[src/rtl/ctrl_shadow_bank.sv]
module ctrl_shadow_bank #(
  parameter int NWIN = 2,
  parameter int RPW = 2,
  parameter int ADDR_W = 12,
  parameter logic [31:0] ID_VALUE = 32'h5EC0_1D01,
  parameter logic [NWIN*RPW*32-1:0] FIELD_MASK =
    {32'h0F0F_0F0F, 32'h0000_FFFF, 32'h8000_00FF, 32'h001F_01FF},
  parameter logic [NWIN*RPW*32-1:0] RESET_VAL =
    {32'h0000_0000, 32'h0000_00A5, 32'h0000_0000, 32'h0000_0003}
) (
  input  logic                     clk,
  input  logic                     rst,
  input  logic [ADDR_W-1:0]        addr,
  input  logic [31:0]              wdata,
  input  logic                     wr_en,
  input  logic                     rd_en,
  output logic [31:0]              rdata,
  output logic [NWIN*RPW*32-1:0]   act_o
);
  localparam int NREG = NWIN * RPW;

  logic [31:0]        win;
  logic [9:0]         off;
  logic [5:0]         word;
  logic [1:0]         kind;
  logic               win_ok, aligned, commit;
  logic [NREG*32-1:0] shd_flat;
  logic [31:0]        rd_val;

  assign win     = 32'(addr[ADDR_W-1:10]);
  assign off     = addr[9:0];
  assign kind    = off[9:8];
  assign word    = off[7:2];
  assign aligned = (off[1:0] == 2'b00);
  assign win_ok  = (win < NWIN);
  assign commit  = wr_en && win_ok && (off == 10'h3FC) && wdata[0];

  for (genvar k = 0; k < NREG; k++) begin : g_reg
    localparam logic [31:0] M  = FIELD_MASK[k*32 +: 32];
    localparam logic [31:0] RV = RESET_VAL[k*32 +: 32] & M;
    logic        hit;
    logic [31:0] shd, act, nxt;

    assign hit = wr_en && win_ok && aligned &&
                 (win == 32'(k / RPW)) && (word == 6'(k % RPW + 1));

    always_comb begin
      nxt = shd;
      if (hit) begin
        case (kind)
          2'd0:    nxt = wdata & M;
          2'd1:    nxt = shd | (wdata & M);
          2'd2:    nxt = shd & ~(wdata & M);
          default: nxt = shd;
        endcase
      end
    end

    always_ff @(posedge clk) begin
      if (rst) begin
        shd <= RV;
        act <= RV;
      end else begin
        shd <= nxt;
        if (commit) act <= nxt;
      end
    end

    assign shd_flat[k*32 +: 32] = shd;
    assign act_o[k*32 +: 32]    = act;
  end

  always_comb begin
    rd_val = '0;
    if (win_ok && aligned) begin
      if (win == 0 && off == 10'h000) rd_val = ID_VALUE;
      for (int k = 0; k < NREG; k++) begin
        if (win == 32'(k / RPW) && word == 6'(k % RPW + 1)) begin
          if (kind == 2'd0)      rd_val = shd_flat[k*32 +: 32];
          else if (kind == 2'd3) rd_val = act_o[k*32 +: 32];
        end
      end
    end
  end

  always_ff @(posedge clk) begin
    if (rst)        rdata <= '0;
    else if (rd_en) rdata <= rd_val;
  end
endmodule

[config.mk]
export PLATFORM = sky130hd
export DESIGN_NAME = ctrl_shadow_bank
export DESIGN_NICKNAME = d
export VERILOG_FILES = /design/src/rtl/ctrl_shadow_bank.sv
export SDC_FILE = /design/constraint.sdc
export NUM_CORES = 1
export LEC_CHECK = 0
export ABC_AREA = 1
export ABC_CLOCK_PERIOD_IN_PS = 1800
export CORE_MARGIN = 1.5
export CORE_UTILIZATION = 30
export CTS_BUF_LIST = sky130_fd_sc_hd__clkbuf_4 sky130_fd_sc_hd__clkbuf_8 sky130_fd_sc_hd__clkbuf_16
export CTS_CLUSTER_SIZE = 14
export DETAILED_ROUTE_END_ITERATION = 6
export GPL_TIMING_DRIVEN = 0
export PLACE_DENSITY_LB_ADDON = 0.12
export SLEW_MARGIN = 40
export SYNTH_ARGS = -nofsm -noshare
export SYNTH_HDL_FRONTEND = slang
export SYNTH_SLANG_ARGS = --single-unit
[constraint.sdc]
create_clock -name clk -period 1.8 [get_ports clk]
set_clock_uncertainty 0.1 [all_clocks]
set_input_delay 0.36 -clock clk [delete_from_list [all_inputs] [get_ports clk]]
set_output_delay 0.36 -clock clk [all_outputs]
set_load 0.1 [all_outputs]
### Word level (Yosys, flattened, before mapping)

Cells that the tools add are included.

* output and inout port bits: 160
* memories kept: 0
* ROM bits: 0
* input bits: 48
* bits in registers: 288
* memory bits (writable): 0
* latch bits: 0

* magnitude comparators: 1
* $add $sub $neg: 0
* reductions and logical operators: 20
* multipliers: 0
* multiplexer cells: 23
* bitwise operators: 12
* eq/ne operators: 7
* div/mod/pow operators: 0
* shifts and indexed selects: 0

Operators with widths (count)
* 2-to-1 mux 32 bit: 18
* case mux 32 bit (3 select lines): 4
* bitwise AND 32 bit: 4
* logical NOT 32 bit: 1
* inverter 16 -> 32 bit: 1
* inverter 21 -> 32 bit: 1
* inverter 28 -> 32 bit: 1
* inverter 32 bit: 1
* bitwise OR 32 x 16 -> 32 bit: 1
* bitwise OR 32 x 21 -> 32 bit: 1
* bitwise OR 32 x 28 -> 32 bit: 1
* bitwise OR 32 bit: 1
* 2-to-1 mux 31 bit: 1
* logical AND 1 bit: 16
* == test 10 bit (second input constant): 1
* logical NOT 10 bit: 1
* == test 6 x 1 -> 1 bit (second input constant): 1
* == test 6 x 2 -> 1 bit (second input constant): 1
* == test 2 x 1 -> 1 bit (second input constant): 2
* == test 2 bit (second input constant): 2
* logical NOT 2 bit: 2
* < comparator 2 bit (second input constant): 1

### Depth between registers and ports, before layout

* depth after elaboration: 17
* depth in mapped cells: 14

### Worst setup path before layout

OpenSTA, ideal clock, no wires.

* path type: register to register
* start: register g_reg[0].act[11]
* end: register rdata[11]
* path slack: -0.104 ns
* setup time: 0.070 ns
* stages on the path, launching flop included: 13
* path buffers: 0
* required time: 1.630 ns
* period minus slack after synthesis: 1.904 ns
* data arrival time: 1.734 ns
* cell sequence: dfxtp_1 inv_1 o21ai_0 nand2_1 nand2_1 nand2_1 nand2_1 nand2_1 nand2_1 nand2_1 nand2_1 nand3_1 a21oi_1

* word-level cells in the longest chain between the ends: 13

Ends and longest elaborated chain
* from (decl): RTL line 42 `logic [31:0] shd, act, nxt;`
* from (signal assigned): RTL line 65 `if (commit) act <= nxt;`
* 2-to-1 mux 32 bit *: RTL line 80 `else if (kind == 2'd3) rd_val = act_o[k*32 +: 32];`
* 2-to-1 mux 32 bit *: RTL line 79 `if (kind == 2'd0) rd_val = shd_flat[k*32 +: 32];`
* 2-to-1 mux 32 bit *: RTL line 78 `if (win == 32'(k / RPW) && word == 6'(k % RPW + 1)) begin`
* 2-to-1 mux 32 bit: RTL line 80
* 2-to-1 mux 32 bit: RTL line 79
* 2-to-1 mux 32 bit *: RTL line 78
* 2-to-1 mux 32 bit: RTL line 80
* 2-to-1 mux 32 bit: RTL line 79
* 2-to-1 mux 32 bit *: RTL line 78
* 2-to-1 mux 32 bit: RTL line 80
* 2-to-1 mux 32 bit: RTL line 79
* 2-to-1 mux 32 bit *: RTL line 78
* 2-to-1 mux 32 bit *: RTL line 75 `if (win_ok && aligned) begin`
* to (signal assigned): RTL line 88 `else if (rd_en) rdata <= rd_val;`
* to (decl): RTL line 17 `output logic [31:0] rdata,`

Every way passes the cells marked *; elsewhere a longest branch is shown, timed or not.
A chain may end at the register's enable or synchronous reset.

### Worst setup path in the final report

* start: register g_reg[2].act[2]
* end: output act_o[66]

RTL lines
* from (decl): RTL line 42
* from (signal assigned): RTL line 65
* to (decl): RTL line 18 `output logic [NWIN*RPW*32-1:0] act_o`

No word-level cell between the ends.

==> key figures <==
CTS
  • CTS Hold Bufs: 0
  • CTS buffer count: 36
  • Skew-Pair Late Insertion Delay: 550 ps
  • Clock Root Buffer: clkbuf_16
  • CTS tree: built
  • Clock buffer depth: 3
  • TritonCTS Sinks: around 290
  • Htree depth: 2
  • Clock-pin slew on the worst setup and hold paths: around 60 ps

Final layout
  • Final Net Count: between 2,000 and 2,500
  • FF/Latch Area: slightly below 0.006 sq mm
  • Antenna cells: 0
  • Area Growth Syn to Fin: 33.6%
  • Area of the multi-input gates: roughly 0.006 sq mm
  • Fill count: roughly 4,500
  • Commonest non-fill, non-tap cell in the layout: nand2_1
  • Most frequent cells in the layout: nand2_1 (368), dfxtp_1 (276), inv_1 (187)
  • Final non-filler cell total: about 2,600
  • Post-route cell area: between 0.015 and 0.02 sq mm
  • Layout cells sized above 1: between 20 and 25%

Floorplanning
  • Starting density of the core: a little under a third
  • Die height: 209 microns
  • Rows: 75
  • DIE AREA: 0.0438 sq mm
  • Die Wd: ~210 microns
  • Core footprint: between 0.04 and 0.05 sq mm
  • Ports: roughly 210

STA
  • Worst slew margin: 50.5%
  • Final hold vios: 0
  • Final TNS setup: 0 ps
  • Max Transition Viols Final: 0
  • Crit path time final: about 1800 ps
  • Fmax: approximately 0.56 GHz
  • Final worst-path cycle share: 99.7%
  • Actual slew at the worst max-slew pin: about 730 ps
  • Setup-failing EPs final: 0

Critical path
  • Slowest stage delay, CP: approximately 440 ps
  • Worst Setup Start Kind: flop
  • CP Class: flop to output port
  • Worst Path Required: 1340 ps
  • Worst path bufs/invs: 1
  • Reg2reg setup slack: between 150 and 200 ps
  • Worst path depth: 1
  • CP Capture Type: output port
  • Worst-case reg-to-reg path depth: 12
  • CP arrival: between 1000 and 1500 ps
  • Crit-path max FO: 3
  • Worst path cell trace: buf_4
  • Slowest CP cell: dfxtp_1
  • CP top delay family: flip-flops

Route
  • Starting DRC count in detailed routing: 1,087
  • Via count: roughly 14,000
  • Vias/cell: 5.19
  • Final wirelength: roughly 59,000 microns
  • Drt pass-1 iters: 5
  • Routed wire per std cell: between 20 and 25 microns
  • Detail Route Antenna Nets: 0
  • DRC viols: 0

Synthesis
  • Cells after Synth: 1,771
  • Top post-synthesis cells by area: dfxtp_1 (45%), nand2_1 (11%), o21ai_0 (7.3%), inv_1 (5.6%), a21oi_1 (5.1%)
  • Syn_nets: ~1,800
  • Register area share after synthesis: 45.2%
  • Avg Inst Size Synth: approximately 7 sq um
  • Total number of yosys warnings: 0
  • Synth area leader: dfxtp_1
  • Post-synth top area share: about 45%
  • Synth cell types: 28
  • Number of synthesized register bits: 288
  • Cell Area, Synth: 0.0128 sq mm

Place
  • Input/output buffers: roughly 200
  • Dpl hpwl: between 40,000 and 50,000 microns
  • Placed cell areas: roughly 0.015 sq mm
  • Placer Congestion: 0.953
  • Cells after DPL: 2,511

Run
  • MaxCap Viol Count: 0

GRT
  • Vias in the first global route: around 13,000
  • GR Overflow Total: 0
  • First-pass GRT wire length: ~85,000 microns
  • Initial antenna violation count: 0
  • Total GRT Usage: a little over a quarter
  • Largest net degree at the start of global routing: 13

Status
  • Status: finished clean

Power
  • Max VDD drop: roughly 520 uV
  • Clk pwr share: between 50 and 60%
  • Combinational share of power: under 10%
  • Pleak: roughly 7.3 nW
  • Sw Pwr: around 3.5 mW
  • P_int: 10.9 mW
  • Pwr/cell area: ~840 mW/mm^2
  • Switching Fraction: between 20% and 30%
  • Seq pwr share: approximately 44%

Min path
  • Hold depth: 4
  • Hold Path Class: input port to flop
==> what timing repair did <==
action                                  4_1_cts  5_1_grt
buffers inserted                             30        9
resized for setup                           269      101
pin swaps                                    21       14
endpoints found under the hold margin         0        0
cloned                                        2        0
endpoints found under the setup margin      407      224
==> cells in the mapped netlist (all sizes together) <==
cell type  count
nand2        391
dfxtp        288
o21ai        263
inv          205
nor2         138
a21oi        129
nand3         84
buf           82
o211ai        64
clkbuf        42
a22o          35
nor3          20
nand4         17
o21a           6
a221oi         5
clkinv         2
==> worst reg2reg max path: cells and delay by family (launching register included) <==
family | cells | cell delay, ps
buf+inv | 1 | 40
flops | 1 | 350
simple gates | 9 | 760
compound gates | 2 | 280
==> registers in the layout, indices dropped and copies added, names as in the netlist <==
signal and count:
g.shd 128, rdata 32, g.act 128
==> through the flow <==
stage / setup slack, ps / utilization [%] / hold slack (ps) / power [mW]
2_1_floorplan: 14.3 / - / 333 / 6.83
3_3_place_gp: -1510 / 36.9 / 346 / 7.21
3_5_place_dp: -1480 / 34.9 / 351 / 7.21
4_1_cts: 0.0747 / 40.0 / 213 / 14.4
5_1_grt: -5.63 / 40.6 / 246 / 14.8
6_report: 5.18 / 40.6 / 230 / 14.4
==> power by group through the flow <==
stage | clock [mW] | sequential (mW) | combinational (mW)
detailed placement | 0 | 6.52 | 0.694
global placement | 0 | 6.52 | 0.698
floorplan | 0 | 6.52 | 0.307
finish | 7.21 | 6.38 | 0.774
CTS | 7.32 | 6.38 | 0.741
global route | 7.58 | 6.37 | 0.810
==> worst paths after layout <==
check	start	end
min reg2reg	g_reg[3].shd[13]$_SDFF_PP0_	g_reg[3].shd[13]$_SDFF_PP0_
min	addr[9]	g_reg[2].shd[14]$_SDFF_PP0_
max	g_reg[2].act[2]$_SDFFE_PP1P_	act_o[66]
max reg2reg	g_reg[0].act[11]$_SDFFE_PP0P_	rdata[11]$_SDFFE_PP0P_
==> kinds of logic after synthesis <==
family / synth area share (%)
flip-flops: 45.2
AO/OA/AOI/OAI: 22.2
AND/OR/NAND/NOR: 21.3
buffers and inverters: 11.3
==> final cells by class <==
type	instances	share of cell area, %
Clock inverter	9	0.345
Sequential cell	288	33.9
Timing Repair Buffer	242	11.6
Buffer	124	4.67
Inverter	207	4.73
Clock buffer	54	6.51
Multi-Input combinational cell	1152	34.2
Tap cell	539	3.96
==> routing by layer <==
layer  global-route usage, %  share of wire (%)  vias up
met5                       0                  0        -
met4                    7.15                2.9        0
met3                    4.57                7.8      112
met2                    44.4                 47      573
met1                    35.5                 43     6465
li1                        -                  -     6414
No activity file was read; power rests on OpenSTA's default activity.
